File: src/rtl/intr_stack_pkg.sv
package intr_stack_pkg;

    localparam int PC_W  = 20;
    localparam int FLG_W = 16;
    localparam int FRAME_BYTES = 4;

    typedef enum logic [1:0] {
        SRC_LEVELED   = 2'd0,
        SRC_FORCE_TOP = 2'd1,
        SRC_RESET     = 2'd2,
        SRC_KEEP      = 2'd3
    } src_class_e;

    typedef enum logic [1:0] {
        PH_IDLE = 2'd0,
        PH_PUSH = 2'd1,
        PH_DONE = 2'd2
    } phase_e;

endpackage

File: src/rtl/ipl_rule.sv
module ipl_rule
    import intr_stack_pkg::*;
#(
    parameter int IPL_W = 3
) (
    input  logic [1:0]       src_class,
    input  logic [IPL_W-1:0] req_level,
    input  logic [IPL_W-1:0] cur_ipl,
    output logic [IPL_W-1:0] nxt_ipl
);

    always_comb begin
        case (src_class_e'(src_class))
            SRC_LEVELED:   nxt_ipl = req_level;
            SRC_FORCE_TOP: nxt_ipl = '1;
            SRC_RESET:     nxt_ipl = '0;
            default:       nxt_ipl = cur_ipl;
        endcase
    end

endmodule

File: src/rtl/frame_byte_sel.sv
module frame_byte_sel
    import intr_stack_pkg::*;
(
    input  logic [1:0]       slot,
    input  logic [PC_W-1:0]  pc,
    input  logic [FLG_W-1:0] flg,
    output logic [7:0]       byte_out
);

    // Slot order follows the write order: high item first, then PC low word.
    always_comb begin
        case (slot)
            2'd0:    byte_out = {flg[FLG_W-1 -: 4], pc[PC_W-1 -: 4]};
            2'd1:    byte_out = flg[7:0];
            2'd2:    byte_out = pc[15:8];
            default: byte_out = pc[7:0];
        endcase
    end

endmodule

File: src/rtl/intr_entry_stacker.sv
module intr_entry_stacker
    import intr_stack_pkg::*;
#(
    parameter int ADDR_W = 16,
    parameter int IPL_W  = 3
) (
    input  logic              clk,
    input  logic              rst,
    input  logic              req,
    output logic              ack,
    input  logic [1:0]        src_class,
    input  logic [IPL_W-1:0]  req_level,
    input  logic [PC_W-1:0]   cur_pc,
    input  logic [FLG_W-1:0]  cur_flg,
    input  logic [ADDR_W-1:0] cur_sp,
    output logic              mem_we,
    output logic [ADDR_W-1:0] mem_addr,
    output logic [7:0]        mem_wdata,
    output logic [ADDR_W-1:0] new_sp,
    output logic [IPL_W-1:0]  ipl,
    output logic              done
);

    localparam int SLOT_W = $clog2(FRAME_BYTES);
    localparam logic [SLOT_W-1:0] LAST_SLOT = SLOT_W'(FRAME_BYTES - 1);
    localparam logic [ADDR_W-1:0] ONE       = ADDR_W'(1);
    localparam logic [ADDR_W-1:0] FRAME_SZ  = ADDR_W'(FRAME_BYTES);

    typedef struct packed {
        phase_e             phase;
        logic [SLOT_W-1:0]  slot;
        logic [PC_W-1:0]    pc;
        logic [FLG_W-1:0]   flg;
        logic [ADDR_W-1:0]  sp;
        logic [ADDR_W-1:0]  sp_out;
        logic [IPL_W-1:0]   ipl;
    } state_t;

    state_t st_d, st_q;
    logic [IPL_W-1:0] ipl_pick;
    logic             take;

    ipl_rule #(.IPL_W(IPL_W)) i_ipl_rule (
        .src_class (src_class),
        .req_level (req_level),
        .cur_ipl   (st_q.ipl),
        .nxt_ipl   (ipl_pick)
    );

    frame_byte_sel i_frame_byte_sel (
        .slot     (st_q.slot),
        .pc       (st_q.pc),
        .flg      (st_q.flg),
        .byte_out (mem_wdata)
    );

    always_comb begin
        st_d = st_q;
        take = req && (st_q.phase == PH_IDLE);
        case (st_q.phase)
            PH_IDLE: begin
                if (take) begin
                    st_d.phase = PH_PUSH;
                    st_d.slot  = '0;
                    st_d.pc    = cur_pc;
                    st_d.flg   = cur_flg;
                    st_d.sp    = cur_sp;
                    st_d.ipl   = ipl_pick;
                end
            end
            PH_PUSH: begin
                st_d.slot = st_q.slot + 1'b1;
                if (st_q.slot == LAST_SLOT) begin
                    st_d.phase  = PH_DONE;
                    st_d.sp_out = st_q.sp - FRAME_SZ;
                end
            end
            default: begin
                st_d.phase = PH_IDLE;
            end
        endcase
    end

    always_ff @(posedge clk) begin
        if (rst) begin
            st_q <= '0;
        end else begin
            st_q <= st_d;
        end
    end

    assign ack      = take;
    assign mem_we   = (st_q.phase == PH_PUSH);
    assign mem_addr = st_q.sp - ONE - ADDR_W'(st_q.slot);
    assign done     = (st_q.phase == PH_DONE);
    assign new_sp   = st_q.sp_out;
    assign ipl      = st_q.ipl;

endmodule

File: config.mk
export PLATFORM = sky130hd
export DESIGN_NAME = intr_entry_stacker
export DESIGN_NICKNAME = d
export VERILOG_FILES = /design/src/rtl/intr_stack_pkg.sv /design/src/rtl/ipl_rule.sv /design/src/rtl/frame_byte_sel.sv /design/src/rtl/intr_entry_stacker.sv
export SDC_FILE = /design/constraint.sdc
export NUM_CORES = 1
export LEC_CHECK = 0
export ABC_AREA = 0
export BUFFER_PORTS_ARGS = -buffer_cell sky130_fd_sc_hd__buf_2
export CAP_MARGIN = 20
export CORE_ASPECT_RATIO = 1.25
export CORE_UTILIZATION = 41
export DETAILED_ROUTE_END_ITERATION = 8
export PLACE_DENSITY_LB_ADDON = 0.08
export SYNTH_ARGS = -nofsm -noshare
export SYNTH_HDL_FRONTEND = slang
export SYNTH_SLANG_ARGS = --single-unit
File: constraint.sdc
create_clock -name clk -period 4.7 [get_ports clk]
set_input_delay 0.705 -clock clk [delete_from_list [all_inputs] [get_ports clk]]
set_output_delay 0.705 -clock clk [all_outputs]
set_load 0.1 [all_outputs]
==> impl_metrics.yaml <==
placed_design:
  placed_area_sq_um: 3820
  dp_hpwl_microns: 5471
  io_buffers: 101
  gp_congestion: 0.8533
routing:
  avgRoutedWirePerCell_microns: 13.03
  wirelength_microns: 7793
  ant_nets: 0
  first_pass_iters: 7
  avgViaCountPerCell: 4.900
  drc: 21
  num_vias: 2930
  first_iter_violations: 85
final_layout:
  stdcell_area_sq_um: 4019
  layout.nets: 568
  fillCellCount: 864
  multi_input_area_sq_um: 1704
  area_growth_pct: 15.17
  drive_above_1_share: 0.2535
  diodes: 0
  regArea_sq_um: 1421
synth:
  synth_area_leaders: "dfxtp_1, nand2_1, a21oi_1"
  yosysMostFrequentCell: "nand2_1"
  syn-cell-area_sq_um: 3490
  synthFlopType: "dfxtp_1"
  synth_cell_types: 37
  yosys-top-cells-count: "nand2_1, dfxtp_1, a21oi_1, buf_4, nor2_1"
  async_flop_share: 0
  syn_avg_cell_area_sq_um: 8.041
  synth_fp_nets: 505
  synth_top_cell_by_area: "dfxtp_1"
  synth.ff_latch_count: 71
  syn_inst: 434
  yosys_warnings: 0
  seq_area_frac_synth: 0.4073
  synth_top_area_frac: 0.4073
  synth_enable_flop_cells: 0
cts:
  cts_buffers: 9
  cts_setup_buffers: 0
  clk_pin_slew_worst_paths_ns: 0.08
  post_cts_resized: 0
  htree_levels: 3
  cts_tree: "built"
  cts_hold_buf: 0
  worst_skew_pair.late_latency_ns: 0.34
  cts_sinks: 71
  clockBufferDepth: 2
  cts-root-buf: "clkbuf_8"
global_routing:
  grt_util_all_layers: 0.1853
  antenna_found_initial: 0
  grt_first_pass_wirelength_microns: 12920
  grt_max_degree: 52
  grt_pass1_vias: 2835
  grt_overflow: 0
timing:
  setup_viol: 0
  clock_skew_ns: 0.007345
  post-route-period-util: 0.7264
  rsz0062_at_grt: "false"
  slew_viol_final: 0
  max_freq_ghz: 0.2929
  finalHoldViolations: 0
  tightestPinTransition_ns: 0.9571
  finalCriticalPeriod_ns: 3.414
  finalSetupTns_ns: 0
  slew_headroom: 0.3620
setup_path:
  critPathMaxStageDelay_ns: 0.45
  cp-end-kind: "output pin"
  worstPathArrival_ns: 2.71
  crit_fanout: 5
  path_cells: "inv_1 -> ha_1 -> a2111o_1 -> nor4_4 -> nand3_1 -> xnor2_1 -> buf_2"
  crit_path_top_delay_cell: "a2111o_1"
  setup.worst_path.start_class: "register"
  cpLargestDelayFamily: "buffers and inverters"
  worst-setup-path-type: "register to output pin"
  critical_path_buf_inv_count: 2
  cp.required_ns: 3.99
floorplan:
  die_w_microns: 84.52
  initial_core_util: 0.4235
  core_area_sq_um: 8240
  num_rows: 37
  die_area_sq_um: 8886
  io_pins: 106
  die_h_microns: 105.1
power_and_ir_drop:
  pwr_density_cell_nw_per_um2: 414.0
  cellLeakagePower_nw: 1.716
  ir_drop_v: 0.0001514
hold_path:
  hold_class: "register to register"
flow_run:
  drv_cap: 0
run_status:
  violations: "design-rule violations"
  status: "finished, violations left"
[through the flow]
stage	util	power (mW)	hold WS (ns)	worst slack, ns	cells
6_report	0.4877	1.664	0.4545	1.286	598
5_1_grt	0.4877	1.744	0.4774	1.155	598
4_1_cts	0.4853	1.680	0.4582	1.297	597
3_5_place_dp	0.4636	1.218	0.4475	1.674	582
3_3_place_gp	0.4636	1.216	0.4428	1.696	582
2_1_floorplan	-	1.130	0.4357	0.8970	434
[state kept, by name (all words and copies together) (netlist names)]
| signal | cells |
|---|---|
| ipl | 3 |
| st_q | 52 |
| new_sp | 16 |
[layout by cell type, fill, tap and decap left out, types with 9 or more instances in the layout]
cell type,n
xnor2_1,15
buf_2,101
inv_1,13
nand2_1,115
clkbuf_8,9
nor2_1,24
xor2_1,9
ha_1,10
a21oi_1,58
a211oi_1,15
dfxtp_1,71
[final cells by class]
cell class	instances	share of cell area
Sequential cell	71	0.3537
Clock buffer	11	0.03269
Timing Repair Buffer	104	0.1345
Multi-Input combinational cell	297	0.4240
Clock inverter	4	0.01183
Inverter	14	0.01308
Tap cell	97	0.03020
[worst paths after layout]
path	startpoint	end	slack, ns	cells past startpoint
setup / recovery	st_q[72]	mem_addr[15]	1.29	7
hold / removal	st_q[52]	st_q[52]	0.45	2
setup reg to reg	st_q[71]	new_sp[10]	2.50	4
hold reg to reg	st_q[52]	st_q[52]	0.45	2
[kinds of logic after synthesis]
group	Yosys count	synth area share
and+or+nand+nor	168	0.2133
AOI/OAI and AO/OA	86	0.1502
DFF	71	0.4073
buffers and inverters	66	0.1043
xor gates and xnor gates	24	0.06024
adders and majority gates	11	0.04159
muxes	8	0.02295
[tightest hold or removal path: cells and delay by family, from the launching register on]
kind / cells / cell delay [ns]
flops: 1 / 0.31
simple gates: 1 / 0.05
compound gates: 1 / 0.05
[where the power goes]
group | switching, mW | total [mW] | internal (mW) | leakage, nW
Clock | 0.220 | 0.461 | 0.241 | 0.0892
Sequential | 0.0283 | 0.659 | 0.631 | 0.581
Combinational | 0.422 | 0.544 | 0.122 | 1.05
[layer usage]
layer	GRT usage	routed length, microns	vias to the layer above
li1	-	-	1544
met1	0.2198	3486	1298
met2	0.3165	3823	72
met3	0.03397	308	16
met4	0.09564	176	0
met5	0	0	-
(Power assumes the default switching activity.)
